## config.mk

```make
export PLATFORM = sky130hd
export DESIGN_NAME = pll_prog_seq
export DESIGN_NICKNAME = d
export VERILOG_FILES = /design/src/rtl/pll_prog_pkg.sv /design/src/rtl/pll_range_chk.sv /design/src/rtl/pll_lock_timer.sv /design/src/rtl/pll_word_fmt.sv /design/src/rtl/pll_prog_seq.sv
export SDC_FILE = /design/constraint.sdc
export NUM_CORES = 1
export LEC_CHECK = 0
export ABC_AREA = 1
export BUFFER_PORTS_ARGS = -buffer_cell sky130_fd_sc_hd__buf_2
export CORE_MARGIN = 8
export CORE_UTILIZATION = 58
export DETAILED_ROUTE_END_ITERATION = 16
export GPL_TIMING_DRIVEN = 0
export PLACE_DENSITY_LB_ADDON = 0.3
export SYNTH_ARGS = -nofsm -noshare
export SYNTH_HDL_FRONTEND = slang
export SYNTH_SLANG_ARGS = --single-unit
```

## constraint.sdc

```tcl
create_clock -name clk_i -period 7.12 [get_ports clk_i]
set_input_delay 0.712 -clock clk_i [delete_from_list [all_inputs] [get_ports clk_i]]
set_output_delay 0.712 -clock clk_i [all_outputs]
set_load 0.02 [all_outputs]
```

## src/rtl/pll_prog_pkg.sv

```systemverilog
package pll_prog_pkg;

    localparam int WORD_W    = 32;
    localparam int ADDR_W    = 2;
    localparam int REFDIV_W  = 6;
    localparam int FBDIV_W   = 12;
    localparam int PDIV_W    = 3;
    localparam int LOCK_BIT  = 31;

    localparam logic [ADDR_W-1:0] ADDR_FB   = 2'd0;
    localparam logic [ADDR_W-1:0] ADDR_DIV  = 2'd1;
    localparam logic [ADDR_W-1:0] ADDR_STAT = 2'd2;
    localparam logic [ADDR_W-1:0] ADDR_MODE = 2'd3;

    localparam logic [15:0] MASK_FB    = 16'h0FFF;
    localparam logic [15:0] MASK_INT   = 16'h8000;
    localparam logic [15:0] MASK_DIV   = 16'h773F;
    localparam logic [15:0] MASK_MODE  = 16'h0300;
    localparam logic [1:0]  MODE_SLOW  = 2'd0;
    localparam logic [1:0]  MODE_NORM  = 2'd1;

    typedef enum logic [3:0] {
        S_IDLE,
        S_CHECK,
        S_SLOW,
        S_INTMODE,
        S_FBDIV,
        S_DIVS,
        S_POLL_RD,
        S_POLL_CHK,
        S_NORMAL
    } seq_state_e;

    typedef enum logic [2:0] {
        OP_NONE,
        OP_SLOW,
        OP_INT,
        OP_FB,
        OP_DIV,
        OP_NORM
    } wr_op_e;

    typedef struct packed {
        seq_state_e           st;
        logic [REFDIV_W-1:0]  refdiv;
        logic [FBDIV_W-1:0]   fbdiv;
        logic [PDIV_W-1:0]    pd1;
        logic [PDIV_W-1:0]    pd2;
        logic                 done;
        logic                 err;
    } seq_regs_t;

endpackage

```

## src/rtl/pll_range_chk.sv

```systemverilog
module pll_range_chk
    import pll_prog_pkg::*;
#(
    parameter int REF_MHZ     = 24,
    parameter int VCO_MIN_MHZ = 800,
    parameter int VCO_MAX_MHZ = 3200,
    parameter int OUT_MIN_MHZ = 16,
    parameter int OUT_MAX_MHZ = 3200,
    parameter int FB_MIN      = 16,
    parameter int FB_MAX      = 3200
) (
    input  logic [REFDIV_W-1:0] refdiv_i,
    input  logic [FBDIV_W-1:0]  fbdiv_i,
    input  logic [PDIV_W-1:0]   pd1_i,
    input  logic [PDIV_W-1:0]   pd2_i,
    output logic                ok_o
);
    localparam logic [31:0] REF_C    = 32'(REF_MHZ);
    localparam logic [31:0] VMIN_C   = 32'(VCO_MIN_MHZ);
    localparam logic [31:0] VMAX_C   = 32'(VCO_MAX_MHZ);
    localparam logic [31:0] OMIN_C   = 32'(OUT_MIN_MHZ);
    localparam logic [31:0] OMAX_C   = 32'(OUT_MAX_MHZ);
    localparam logic [31:0] FBMIN_C  = 32'(FB_MIN);
    localparam logic [31:0] FBMAX_C  = 32'(FB_MAX);

    logic [31:0] ref_w, fb_w, post_w, vco_scaled, div_total;
    logic        nz_ok, fb_ok, vco_lo_ok, vco_hi_ok, out_lo_ok, out_hi_ok;

    // Frequencies are compared cross-multiplied, so no divider is needed
    always_comb begin
        ref_w      = 32'(refdiv_i);
        fb_w       = 32'(fbdiv_i);
        post_w     = 32'(pd1_i) * 32'(pd2_i);
        vco_scaled = REF_C * fb_w;
        div_total  = ref_w * post_w;
        nz_ok      = (refdiv_i != '0) && (pd1_i != '0) && (pd2_i != '0);
        fb_ok      = (fb_w >= FBMIN_C) && (fb_w <= FBMAX_C);
        vco_lo_ok  = vco_scaled >= VMIN_C * ref_w;
        vco_hi_ok  = vco_scaled <= VMAX_C * ref_w;
        out_lo_ok  = vco_scaled >= OMIN_C * div_total;
    end

    // The output ceiling only needs its own comparator when it is tighter than the VCO ceiling
    generate
        if (OUT_MAX_MHZ < VCO_MAX_MHZ) begin : g_out_hi
            assign out_hi_ok = vco_scaled <= OMAX_C * div_total;
        end else begin : g_out_hi_implied
            assign out_hi_ok = 1'b1;
        end
    endgenerate

    assign ok_o = nz_ok && fb_ok && vco_lo_ok && vco_hi_ok && out_lo_ok && out_hi_ok;

endmodule

```

## src/rtl/pll_lock_timer.sv

```systemverilog
module pll_lock_timer #(
    parameter int LIMIT = 50000
) (
    input  logic clk_i,
    input  logic rst_ni,
    input  logic clr_i,
    input  logic en_i,
    output logic expired_o
);
    localparam int CW = $clog2(LIMIT + 1);
    localparam logic [CW-1:0] LIMIT_C = CW'(LIMIT);

    logic [CW-1:0] cnt_d, cnt_q;

    always_comb begin
        cnt_d = cnt_q;
        if (clr_i) begin
            cnt_d = '0;
        end else if (en_i && (cnt_q != LIMIT_C)) begin
            cnt_d = cnt_q + 1'b1;
        end
    end

    always_ff @(posedge clk_i or negedge rst_ni) begin
        if (!rst_ni) begin
            cnt_q <= '0;
        end else begin
            cnt_q <= cnt_d;
        end
    end

    assign expired_o = (cnt_q == LIMIT_C);

endmodule

```

## src/rtl/pll_word_fmt.sv

```systemverilog
module pll_word_fmt
    import pll_prog_pkg::*;
(
    input  wr_op_e              op_i,
    input  logic [REFDIV_W-1:0] refdiv_i,
    input  logic [FBDIV_W-1:0]  fbdiv_i,
    input  logic [PDIV_W-1:0]   pd1_i,
    input  logic [PDIV_W-1:0]   pd2_i,
    output logic                wr_en_o,
    output logic [ADDR_W-1:0]   wr_addr_o,
    output logic [WORD_W-1:0]   wr_data_o
);
    logic [15:0] mask, val;

    always_comb begin
        wr_en_o   = 1'b1;
        wr_addr_o = ADDR_MODE;
        mask      = '0;
        val       = '0;
        unique case (op_i)
            OP_SLOW: begin
                wr_addr_o = ADDR_MODE;
                mask      = MASK_MODE;
                val[9:8]  = MODE_SLOW;
            end
            OP_INT: begin
                wr_addr_o = ADDR_DIV;
                mask      = MASK_INT;
                val[15]   = 1'b1;
            end
            OP_FB: begin
                wr_addr_o = ADDR_FB;
                mask      = MASK_FB;
                val[11:0] = fbdiv_i;
            end
            OP_DIV: begin
                wr_addr_o   = ADDR_DIV;
                mask        = MASK_DIV;
                val[5:0]    = refdiv_i;
                val[10:8]   = pd1_i;
                val[14:12]  = pd2_i;
            end
            OP_NORM: begin
                wr_addr_o = ADDR_MODE;
                mask      = MASK_MODE;
                val[9:8]  = MODE_NORM;
            end
            default: begin
                wr_en_o = 1'b0;
            end
        endcase
        wr_data_o = {mask, val & mask};
    end

endmodule

```

## src/rtl/pll_prog_seq.sv

```systemverilog
module pll_prog_seq
    import pll_prog_pkg::*;
#(
    parameter int REF_MHZ      = 24,
    parameter int VCO_MIN_MHZ  = 800,
    parameter int VCO_MAX_MHZ  = 3200,
    parameter int OUT_MIN_MHZ  = 16,
    parameter int OUT_MAX_MHZ  = 3200,
    parameter int FB_MIN       = 16,
    parameter int FB_MAX       = 3200,
    parameter int LOCK_TIMEOUT = 50000
) (
    input  logic                clk_i,
    input  logic                rst_ni,
    input  logic                start_i,
    input  logic [5:0]          refdiv_i,
    input  logic [11:0]         fbdiv_i,
    input  logic [2:0]          pdiv1_i,
    input  logic [2:0]          pdiv2_i,
    output logic                wr_en_o,
    output logic [1:0]          wr_addr_o,
    output logic [31:0]         wr_data_o,
    output logic                rd_en_o,
    output logic [1:0]          rd_addr_o,
    input  logic [31:0]         rd_data_i,
    output logic                busy_o,
    output logic                done_o,
    output logic                err_o
);
    seq_regs_t r_d, r_q;
    wr_op_e    op;
    logic      range_ok, timer_clr, timer_en, timer_expired, rd_en;

    pll_range_chk #(
        .REF_MHZ    (REF_MHZ),
        .VCO_MIN_MHZ(VCO_MIN_MHZ),
        .VCO_MAX_MHZ(VCO_MAX_MHZ),
        .OUT_MIN_MHZ(OUT_MIN_MHZ),
        .OUT_MAX_MHZ(OUT_MAX_MHZ),
        .FB_MIN     (FB_MIN),
        .FB_MAX     (FB_MAX)
    ) i_range (
        .refdiv_i(r_q.refdiv),
        .fbdiv_i (r_q.fbdiv),
        .pd1_i   (r_q.pd1),
        .pd2_i   (r_q.pd2),
        .ok_o    (range_ok)
    );

    pll_lock_timer #(
        .LIMIT(LOCK_TIMEOUT)
    ) i_timer (
        .clk_i    (clk_i),
        .rst_ni   (rst_ni),
        .clr_i    (timer_clr),
        .en_i     (timer_en),
        .expired_o(timer_expired)
    );

    pll_word_fmt i_fmt (
        .op_i     (op),
        .refdiv_i (r_q.refdiv),
        .fbdiv_i  (r_q.fbdiv),
        .pd1_i    (r_q.pd1),
        .pd2_i    (r_q.pd2),
        .wr_en_o  (wr_en_o),
        .wr_addr_o(wr_addr_o),
        .wr_data_o(wr_data_o)
    );

    always_comb begin
        r_d       = r_q;
        r_d.done  = 1'b0;
        op        = OP_NONE;
        rd_en     = 1'b0;
        timer_clr = 1'b0;
        timer_en  = 1'b0;
        unique case (r_q.st)
            S_IDLE: begin
                if (start_i) begin
                    r_d.refdiv = refdiv_i;
                    r_d.fbdiv  = fbdiv_i;
                    r_d.pd1    = pdiv1_i;
                    r_d.pd2    = pdiv2_i;
                    r_d.err    = 1'b0;
                    r_d.st     = S_CHECK;
                end
            end
            S_CHECK: begin
                timer_clr = 1'b1;
                if (range_ok) begin
                    r_d.st = S_SLOW;
                end else begin
                    r_d.st   = S_IDLE;
                    r_d.done = 1'b1;
                    r_d.err  = 1'b1;
                end
            end
            S_SLOW: begin
                op     = OP_SLOW;
                r_d.st = S_INTMODE;
            end
            S_INTMODE: begin
                op     = OP_INT;
                r_d.st = S_FBDIV;
            end
            S_FBDIV: begin
                op     = OP_FB;
                r_d.st = S_DIVS;
            end
            S_DIVS: begin
                op        = OP_DIV;
                timer_clr = 1'b1;
                r_d.st    = S_POLL_RD;
            end
            S_POLL_RD: begin
                rd_en    = 1'b1;
                timer_en = 1'b1;
                r_d.st   = S_POLL_CHK;
            end
            S_POLL_CHK: begin
                timer_en = 1'b1;
                if (rd_data_i[LOCK_BIT]) begin
                    r_d.st = S_NORMAL;
                end else if (timer_expired) begin
                    r_d.st   = S_IDLE;
                    r_d.done = 1'b1;
                    r_d.err  = 1'b1;
                end else begin
                    r_d.st = S_POLL_RD;
                end
            end
            S_NORMAL: begin
                op       = OP_NORM;
                r_d.st   = S_IDLE;
                r_d.done = 1'b1;
            end
            default: begin
                r_d.st = S_IDLE;
            end
        endcase
    end

    always_ff @(posedge clk_i or negedge rst_ni) begin
        if (!rst_ni) begin
            r_q <= '{st: S_IDLE, refdiv: '0, fbdiv: '0, pd1: '0, pd2: '0,
                     done: 1'b0, err: 1'b0};
        end else begin
            r_q <= r_d;
        end
    end

    assign rd_en_o   = rd_en;
    assign rd_addr_o = ADDR_STAT;
    assign busy_o    = (r_q.st != S_IDLE);
    assign done_o    = r_q.done;
    assign err_o     = r_q.err;

endmodule

```

# Yosys cells after proc, flatten, opt, wreduce, memory -nomap -nowiden
# Cells that the tools add are included.
dict set report totals {
  ff_bits 46
  input_bits 59
  out_inout_bits 41
  wordCells 88
}
dict set report op_classes {
  add_sub_neg 1
  multipliers 5
  order_cmp 5
  n_eq_ne 19
  n_mux 27
  bitwise_logic 1
  n_reduce_logical 22
}
# cell n
set ops {}
lappend ops {{$pmux 16 s4} 1}
lappend ops {{$ge 17x16->1} 2}
lappend ops {{$mux 16} 2}
lappend ops {{$pmux 4 s8} 1}
lappend ops {{$mux 28} 1}
lappend ops {{$mul 5x6->11 const A} 2}
lappend ops {{$le 17x18->1} 1}
lappend ops {{$add 16x1->16 const B} 1}
lappend ops {{$and 16x16->16} 1}
lappend ops {{$eq 16x16->1 const B} 1}
lappend ops {{$eq 4x3->1 const B} 4}
lappend ops {{$ne 16x16->1 const B} 1}
lappend ops {{$pmux 3 s5} 1}
lappend ops {{$mul 2x12->14 const A} 1}
lappend ops {{$ge 12x5->1 const B} 1}
lappend ops {{$le 12x12->1 const B} 1}
lappend ops {{$mul 6x6->12} 1}
lappend ops {{$pmux 6 s2} 1}
lappend ops {{$mux 2} 5}
lappend ops {{$reduce_bool 3->1} 3}
lappend ops {{$eq 4x2->1 const B} 2}
lappend ops {{$logic_and 1x1->1} 8}
lappend ops {{$reduce_or 2->1} 4}
lappend ops {{$mux 1} 7}
lappend ops {{other kinds (21)} 27}

# Logic depth before layout (Yosys ltp)
# Gate-level depths: netlist (run 1).
dict set report depth {
  word_depth 9
  depth_mapped 35
  ltp_nobuf 35
}

# By module
# A second synthesis (run 1) with hierarchy kept.
dict set report hier_totals {
  hier_cells 883
  area_unflattened_um2 6308.6
}
# mod n_inst cells_per_inst area_per_inst_um2 seq_area_each_um2
set by_module_without_submodules {}
lappend by_module_without_submodules {pll_range_chk 1 481 3440.8 0.0}
lappend by_module_without_submodules {pll_prog_seq 1 169 1397.6 750.7}
lappend by_module_without_submodules {pll_lock_timer 1 164 1123.6 400.4}
lappend by_module_without_submodules {pll_word_fmt 1 69 346.6 0.0}

# Worst setup path after synthesis (run 1)
# OpenSTA, ideal clock, no wires.
dict set report synth_timing {
  path_type {reg2reg}
  from {register r_q[7] (netlist name)}
  to {register r_q (netlist bit err_o)}
  setup_time_ps 122
  t_arrival_ps 5851
  required_time_ps 6998
  setup_slack_ps 1148
  stages_incl_launch_ff 34
  path_buffers 0
  synth_period_minus_slack_ps 5972
  path_cell_list {dfrtp_1 -> nand2_1 -> fa_1 -> inv_1 -> ha_1 -> fa_1 -> or2_2 -> nand2_1 -> inv_1 -> nand2_1 -> fa_1 -> fa_1 -> fa_1 -> inv_1 -> ha_1 -> a21oi_1 -> nand2_1 -> nand2_1 -> nand2_1 -> a21oi_1 -> inv_1 -> a21oi_1 -> nor2_1 -> nor2_1 -> xor2_1 -> ha_1 -> a21oi_1 -> o211ai_1 -> nor2_1 -> nand3_1 -> nand3_1 -> nand2_1 -> nand2_1 -> nand2_1}
}
dict set report synth_between {
  elab_chain_cells 9
  word_cells_on_any_way 12
  classes_between {mul (2); order compare (1); eq/ne (1); reduce/logical (8)}
}
# element line_no
set synth_rtl {}
lappend synth_rtl {{start: declaration} pll_prog_seq.sv:30} ;# seq_regs_t r_d, r_q;
lappend synth_rtl {{start signal: assignment} pll_prog_seq.sv:146} ;# r_q <= '{st: S_IDLE, refdiv: '0, fbdiv: '0, pd1: '0, pd2: '0,
lappend synth_rtl {{start signal: assignment} pll_prog_seq.sv:149} ;# r_q <= r_d;
lappend synth_rtl {{parallel branches: the longest is 6 deep, another holds $ge 17x16->1} -}
lappend synth_rtl {{$logic_and 1x1->1 *} pll_range_chk.sv:52} ;# assign ok_o = nz_ok && fb_ok && vco_lo_ok && vco_hi_ok && out_lo_ok && out_hi_ok;
lappend synth_rtl {{$ne 2x2->1 (no source line) *} -}
lappend synth_rtl {{$reduce_and 5->1 (no source line) *} -}
# Every way passes the cells marked *.
# A chain may end at the register's enable or synchronous reset.

# Worst setup path in the final report (run 1)
# Ends and elaborated chain as after synthesis.

==> results of run 1 <==
## synthesized netlist by cell type (2+ instances only)
library cell    n
ha_1          109
nor2_2          5
clkbuf_1        5
o31ai_1         4
a31oi_1         3
conb_1          2
a211oi_1        4
inv_1         129
buf_4          14
nor3_1          8
nand3_1        25
dfrtp_1        46
o21ai_0        12
a21o_1          4
nor4_1          2
or2_2           2
o211ai_1        4
mux2_2          3
nand4_1        11
nand2_1       140
fa_1           21
xor2_1         17
o22ai_1         7
a21oi_1        51
and3_1          2
nor2_1         82
xnor2_1        12
## metrics by stage
step / setup WS, ns / std cells / hold WS, ns / utilization / instance area [um^2]
after floorplan: 1.15 / 743 / 0.416 / - / 5620
after global placement: 0.594 / 942 / 0.459 / 0.638 / 6120
after detailed placement: 0.424 / 942 / 0.461 / 0.638 / 6120
after CTS: 0.396 / 950 / 0.485 / 0.649 / 6230
after global routing: 0.0243 / 950 / 0.514 / 0.650 / 6240
final: 0.464 / 950 / 0.484 / 0.650 / 6240
## state kept, by name, indices dropped and copies added, names as in the netlist
register,count
r_q,28
i_timer.cnt_q,16
done_o,1
err_o,1
## worst min-delay path: stages (launching register included)
cell,delay (ns)
dfrtp_1,0.36
nand2_1,0.05
nand2_1,0.04
## area by class of cell
class / instances / area (um^2) / area share
clock inverters: 3 / 43.8 / 0.00702
plain buffers: 21 / 139 / 0.0223
multi-input cells: 545 / 3840 / 0.616
flip-flops and latches: 46 / 1150 / 0.185
clock buffers: 5 / 68.8 / 0.0110
inverters: 131 / 492 / 0.0788
well taps: 133 / 166 / 0.0267
repair buffers: 66 / 330 / 0.0530
## timing repair
action,in CTS,in global routing
setup endpoints to repair,0,2
buffers inserted,0,0
gates resized for setup,0,4
## worst paths after layout
kind	start	end	slack, ns	depth (start not counted)
max in group asynchronous	rst_ni	r_q[6]	5.86	1
worst min-delay path	err_o	err_o	0.48	2
worst min register to register	err_o	err_o	0.48	2
worst max register to register	r_q[7]	err_o	0.46	33
worst max-delay path	r_q[7]	err_o	0.46	33
min in group asynchronous	rst_ni	i_timer.cnt_q[6]	0.57	1
## layer usage
metal	vias up	wire, um
met3	21	890
li1	2514	-
met5	-	0
met1	2397	6250
met2	197	6990
met4	0	233
## logic make-up (layout without fill, tap and decap cells)
kind of cell,after synthesis,after routing
simple gates,287,287
buf+inv,152,226
mux,3,3
xor+xnor,29,29
other cells,2,2
compound gates,94,94
flops,46,46
fa+ha+maj,130,130
==> results_dict.tcl, run 1 <==
set metrics [dict create \
    ctsHoldBuffers 0 \
    timing.slew.headroom 0.323 \
    insertion_delay_ns 0.31 \
    fin_setup_tns_ns 0 \
    drc 0 \
    vias 5129 \
    status "finished, final reports clean" \
    cpPeakStageDelay_ns 0.54 \
    cts_root_buf "clkbuf_8" \
    initial_core_util 0.586 \
    grt_max_degree 47 \
    fp-row-count 36 \
    cts_tree "built" \
    yosysTopAreaCell "ha_1" \
    globalRouteMet2Util 0.390 \
    rsz0062_at_grt "false" \
    fillers 854 \
    dpl.hpwl_um 11900 \
    fp.dieW_um 114 \
    io-pin-count 100 \
    synthAdderAreaFrac 0.317 \
    hold_viol_final 0 \
    synth-compound-area-share 0.0951 \
    synthCells 743 \
    grt.overflow.total 0 \
    met1_usage 0.275 \
    dieHeight_um 114 \
    nNetsFinal 1005 \
    synth_ff_type "dfrtp_1" \
    final-setup-viol-count 0 \
    final_cell_mix "nand2_1 (140), inv_1 (129), ha_1 (109)" \
    path_common_cell "nand2_1" \
    synth_cell_type_count 46 \
    syn2layout_area_growth_pct 11.0 \
    post_drt_wl_per_cell_um 15.1 \
    critPathRequiredTime_ns 7.32 \
    synthMuxAreaShare 0.00601 \
    firstDrtPassIters 4 \
    ys_ff_latch 46 \
    cts.sinks 46 \
    synth_xor_xnor_area_share 0.0452 \
    viasPerCell 5.40 \
    path_buf_inv 4 \
    cp_max_fo 6 \
    drt_iter0_markers 269 \
    startpoint_type "register" \
    fin_crit_sh 0.935 \
    syn-num-nets 932 \
    synth_edf_count 0 \
    diodes 0 \
    grt_usage 0.224 \
    die-area_mm2 0.0131 \
    yosys.area_share.simple 0.218 \
    numCtsBuffers 5 \
    numPortBuffers 66 \
    cts.reportedPaths.clkPinSlew_ns 0.09 \
    yosys_warnings 0 \
    drive_gt1_frac 0.135 \
    final_antenna_net_count 0 \
    cts_max_path_buffers 2 \
    coreArea_mm2 0.00959 \
    clock.fmax_mhz 150 \
    endpoint_kind "register" \
    grt_use_met3 0.0369 \
    synth_top_area_frac 0.243 \
    drv_slew 0 \
    ys_seq_area_frac 0.205 \
    critical-path-top-delay-family "adder cells" \
    gr-max-usage-layer "met2" \
    antenna_found_initial 0 \
    drt_wl_total_um 14400 \
    arrival_ns 6.85 \
    gp_congestion 0.973 \
    syn-cell-area_mm2 0.00562 \
    fin_skew_ns 0.00845 \
    post-route-min-period_ns 6.66 \
    postSynth.asyncResetShare 1.00 \
    cp_slowest_cell "fa_1" \
    layout_commonest_cell "nand2_1" \
    tightest_slew_ns 1.02 \
    grt_pass1_vias 5231 \
    synthTopCellsByArea "ha_1 (24%), dfrtp_1 (20%), nand2_1 (9.3%), inv_1 (8.6%), fa_1 (7.5%)" \
    cap_viol_max_count 0 \
    path_class "register to register" \
    htreeDepth 2 \
    syn_avg_cell_area_um2 7.56 \
    holdCritPathClass "register to register" \
    grt_pass1_wl_um 23700 \
    synth_top_family_by_area "adder cells" \
]
Power of run 1 is left out: the tool's default activity adds up to more than one toggle a clock period on the data nets, which glitch-free logic cannot reach.
==> inputs of run 2 (changes only) <==
--- a/config.mk
+++ b/config.mk
@@ -12,6 +12,7 @@
 export DETAILED_ROUTE_END_ITERATION = 16
 export GPL_TIMING_DRIVEN = 0
 export PLACE_DENSITY_LB_ADDON = 0.3
+export RECOVER_POWER = 100
 export SYNTH_ARGS = -nofsm -noshare
 export SYNTH_HDL_FRONTEND = slang
 export SYNTH_SLANG_ARGS = --single-unit
==> run 2 against run 1 <==
Register-to-register slack got worse by 0.03 ns. Final cell count unchanged. Highest routed layer unchanged. Non-clock buffer count did not move. Clock skew down 0.00080 ns. Critical endpoint is now done_o. Critical path type unchanged. Core utilization fell by 0.78 points. The flow now finishes with violations (max-capacitance violations, max-slew violations). Critical path depth fell by 2.
==> results_dict.tcl, run 2 (synthesized netlist as in run 1, its figures left out) <==
set metrics [dict create \
    fin_setup_tns_ns 0 \
    tightest_slew_ns 2.42 \
    gp_congestion 0.973 \
    cts_root_buf "clkbuf_8" \
    grt_usage 0.224 \
    whs_path_depth 2 \
    drive_gt1_frac 0.0832 \
    cts_tree "built" \
    syn2layout_area_growth_pct 9.64 \
    rsz0062_at_grt "false" \
    cts_max_path_buffers 2 \
    dieHeight_um 114 \
    vias 5125 \
    largest_reg_flops 28 \
    post_dp_cell_area_mm2 0.00612 \
    timing.rr.end "done_o" \
    final-setup-viol-count 0 \
    holdCritPathClass "register to register" \
    diodes 0 \
    final_antenna_net_count 0 \
    worstReg2RegStart "r_q[7]" \
    dpl.hpwl_um 11900 \
    regMostFlops "r_q" \
    grt_pass1_vias 5231 \
    r2r_cells 31 \
    hold_viol_final 0 \
    cap_viol_max_count 1 \
    dp_cells 942 \
    hold_end "err_o" \
    grt_pass1_wl_um 23700 \
    grt.overflow.total 0 \
    cp_slowest_cell "fa_1" \
    top_regs "r_q (28), i_timer.cnt_q (16)" \
    cts.reportedPaths.clkPinSlew_ns 0.09 \
    critPathRequiredTime_ns 7.30 \
    drc 0 \
    final_cells 950 \
    viasPerCell 5.39 \
    clock.fmax_mhz 150 \
    fp.dieW_um 114 \
    insertion_delay_ns 0.31 \
    arrival_ns 6.87 \
    startpoint_type "register" \
    path_common_cell "nand2_1" \
    post-route-min-period_ns 6.68 \
    cp_max_fo 6 \
    path_class "register to register" \
    drv_slew 47 \
    drt_wl_total_um 14300 \
    numCtsBuffers 5 \
    antenna_found_initial 0 \
    htreeDepth 2 \
    min_from "err_o" \
    fin_skew_ns 0.00764 \
    violations "max-capacitance violations, max-slew violations" \
    grt_max_degree 47 \
    endpoint_kind "register" \
    status "finished, violations left" \
    rrSetupSlack_ns 0.44 \
    ctsHoldBuffers 0 \
    post_drt_wl_per_cell_um 15.1 \
    numPortBuffers 66 \
    io-pin-count 100 \
    timing.slew.headroom -0.610 \
    cts.sinks 46 \
    coreArea_mm2 0.00959 \
    drt_iter0_markers 289 \
    cpPeakStageDelay_ns 0.54 \
    fp-row-count 36 \
    final_area_mm2 0.00616 \
    fin_crit_sh 0.939 \
    layout_commonest_cell "nand2_1" \
    initial_core_util 0.586 \
    die-area_mm2 0.0131 \
    firstDrtPassIters 5 \
    nNetsFinal 1005 \
    final_cell_mix "nand2_1 (141), inv_1 (129), ha_1 (109)" \
]
[run 2: timing repair]
action / in CTS / in global routing
resized for setup: 0 / 4
setup buffers: 0 / 0
endpoints found under the hold margin: 0 / 0
endpoints found under the setup margin: 0 / 2
[run 2: how the worst max path moves through the flow]
stage	slack, ns	cells past startpoint	end	from
2_1_floorplan	1.15	33	err_o	r_q[7]
3_3_place_gp	0.59	33	err_o	r_q[7]
3_5_place_dp	0.42	33	err_o	r_q[7]
4_1_cts	0.40	33	err_o	r_q[7]
5_1_grt	0.02	34	done_o	r_q[7]
6_report	0.44	31	done_o	r_q[7]
[run 2: critical path, delay by kind of cell, from the launching register on]
kind            cells  cell delay [ns]
fa+ha+maj           8             3.29
simple gates       13             1.58
xor+xnor            1             0.16
flops               1             0.43
buf+inv             4             0.25
compound gates      5             0.85
[run 2: layout make-up]
class,instances,area [um^2]
clock buffer,5,68.8
sequential,46,1150
timing repair buffer,66,284
multi-input combinational,545,3820
clock inverter,3,43.8
tap,133,166
buffer,21,131
fill,876,3430
inverter,131,492
[run 2: metrics by stage]
| step | utilization | hold slack, ns | worst slack [ns] |
|---|---|---|---|
| final | 0.642 | 0.487 | 0.435 |
| after global routing | 0.642 | 0.518 | 0.0243 |
| after CTS | 0.649 | 0.485 | 0.396 |
| after detailed placement | 0.638 | 0.461 | 0.424 |
| after global placement | 0.638 | 0.459 | 0.594 |
| after floorplan | - | 0.416 | 1.15 |
[run 2: layer usage]
layer  up-vias  wire, um  track usage
met5         -         0            0
met4         0       244       0.0719
met3        22       783       0.0369
met2       174      7010        0.390
met1      2413      6310        0.275
li1       2516         -            -
Power of run 2 is left out for the same reason.
==> inputs of run 3 (changes only) <==
--- a/config.mk
+++ b/config.mk
@@ -9,6 +9,7 @@
 export BUFFER_PORTS_ARGS = -buffer_cell sky130_fd_sc_hd__buf_2
 export CORE_MARGIN = 8
 export CORE_UTILIZATION = 58
+export CTS_BUF_LIST = sky130_fd_sc_hd__clkbuf_16
 export DETAILED_ROUTE_END_ITERATION = 16
 export GPL_TIMING_DRIVEN = 0
 export PLACE_DENSITY_LB_ADDON = 0.3
==> run 3 against run 2 <==
Via count decreased by 0.23%. Worst hold slack lost 0.0060 ns. Sequential share of layout area is 0.17 points lower. Register-to-register slack worse by 0.02 ns. The run still ends with max-capacitance violations, max-slew violations left. Clock-buffer cell count unchanged. Clock skew decreased by 0.0031 ns. Die area is the same. Largest cell class unchanged. Global-route usage rose by 0.16 points. Routed wire length grew 0.38%.
==> results_dict.tcl, run 3 (synthesized netlist as in run 1, its figures left out) <==
set metrics [dict create \
    status "finished, violations left" \
    violations "max-capacitance violations, max-slew violations" \
    nNetsFinal 1005 \
    multi_input_area_mm2 0.00382 \
    timing.slew.headroom -0.618 \
    firstDrtPassIters 5 \
    fin_setup_tns_ns 0 \
    fp-row-count 36 \
    post-route-min-period_ns 6.71 \
    insertion_delay_ns 0.29 \
    grt_pass1_vias 5236 \
    critPathRequiredTime_ns 7.28 \
    path_common_cell "nand2_1" \
    cap_viol_max_count 1 \
    arrival_ns 6.87 \
    numPortBuffers 66 \
    tightest_slew_ns 2.43 \
    dpl.hpwl_um 11900 \
    diodes 0 \
    holdCritPathClass "register to register" \
    grt_usage 0.226 \
    clock.fmax_mhz 149 \
    fillers 863 \
    cts_tree "built" \
    io-pin-count 100 \
    coreArea_mm2 0.00959 \
    largest_reg_flops 28 \
    htreeDepth 2 \
    gp_congestion 0.973 \
    syn2layout_area_growth_pct 10.6 \
    cts.sinks 46 \
    drc 0 \
    grt_max_degree 47 \
    fin_crit_sh 0.942 \
    post_drt_wl_per_cell_um 15.2 \
    die-area_mm2 0.0131 \
    final_antenna_net_count 0 \
    layout_commonest_cell "nand2_1" \
    worstReg2RegStart "r_q[7]" \
    cts_root_buf "clkbuf_16" \
    regMostFlops "r_q" \
    cp_max_fo 6 \
    hold_viol_final 0 \
    grt.overflow.total 0 \
    fp.dieW_um 114 \
    timing.critical_path.to "done_o" \
    dieHeight_um 114 \
    drive_gt1_frac 0.0832 \
    vias 5113 \
    final-setup-viol-count 0 \
    r2r_cells 31 \
    rrSetupSlack_ns 0.41 \
    drt_iter0_markers 269 \
    drt_wl_total_um 14400 \
    endpoint_kind "register" \
    antenna_found_initial 0 \
    cts.reportedPaths.clkPinSlew_ns 0.07 \
    fin_skew_ns 0.00455 \
    path_class "register to register" \
    numCtsBuffers 5 \
    top_regs "r_q (28), i_timer.cnt_q (16)" \
    cts_max_path_buffers 2 \
    cp_slowest_cell "fa_1" \
    final_cell_mix "nand2_1 (141), inv_1 (129), ha_1 (109)" \
    startpoint_type "register" \
    holdWs_ns 0.481 \
    startpoint "r_q[7]" \
    initial_core_util 0.586 \
    timing.rr.end "done_o" \
    rsz0062_at_grt "false" \
    drv_slew 47 \
    viasPerCell 5.38 \
    grt_pass1_wl_um 23800 \
    seqCellArea_mm2 0.00115 \
    cpPeakStageDelay_ns 0.54 \
]
==> run 3: how the worst min path moves through the flow <==
stage                     cells past startpoint  slack (ns)  endpoint   start
after floorplan                               0        0.42    done_o  rst_ni
after global placement                        2        0.46     err_o   err_o
after detailed placement                      2        0.46     err_o   err_o
after CTS                                     2        0.48     err_o   err_o
after global routing                          2        0.51     err_o   err_o
final                                         2        0.48     err_o   err_o
==> run 3: metrics by stage <==
| stage | util | instance area, um^2 | setup WS [ns] | std cells |
|---|---|---|---|---|
| 6_report | 0.648 | 6220 | 0.411 | 950 |
| 5_1_grt | 0.648 | 6220 | 0.0298 | 950 |
| 4_1_cts | 0.655 | 6290 | 0.402 | 950 |
| 3_5_place_dp | 0.638 | 6120 | 0.424 | 942 |
| 3_3_place_gp | 0.638 | 6120 | 0.594 | 942 |
| 2_1_floorplan | - | 5620 | 1.15 | 743 |
==> run 3: area by class of cell <==
cell class,instances,area share
Multi-Input combinational cell,545,0.614
Sequential cell,46,0.186
Inverter,131,0.0791
Timing Repair Buffer,66,0.0457
Tap cell,133,0.0268
Buffer,21,0.0211
Clock buffer,5,0.0201
Clock inverter,3,0.00704
==> run 3: layer usage <==
metal  vias to the layer above  routed length [um]  GRT usage  share of wire
li1                       2522                   -          -              -
met1                      2403                6410      0.276           0.44
met2                       166                7060      0.394           0.49
met3                        22                 698     0.0369          0.048
met4                         0                 238     0.0719          0.017
met5                         -                   0          0              0
==> run 3: timing repair <==
action / CTS / global route
endpoints found under the setup margin: 0 / 2
gates resized for setup: 0 / 4
hold buffers: 0 / 0
setup buffers: 0 / 0
==> run 3: critical path, delay by kind of cell, from the launching register on <==
family	cells	cell delay, ns
adders and majority gates	8	3.29
and+or+nand+nor	13	1.59
AOI/OAI and AO/OA	5	0.84
DFF	1	0.43
buffers and inverters	4	0.25
xor gates and xnor gates	1	0.16
Power of run 3 is left out for the same reason.
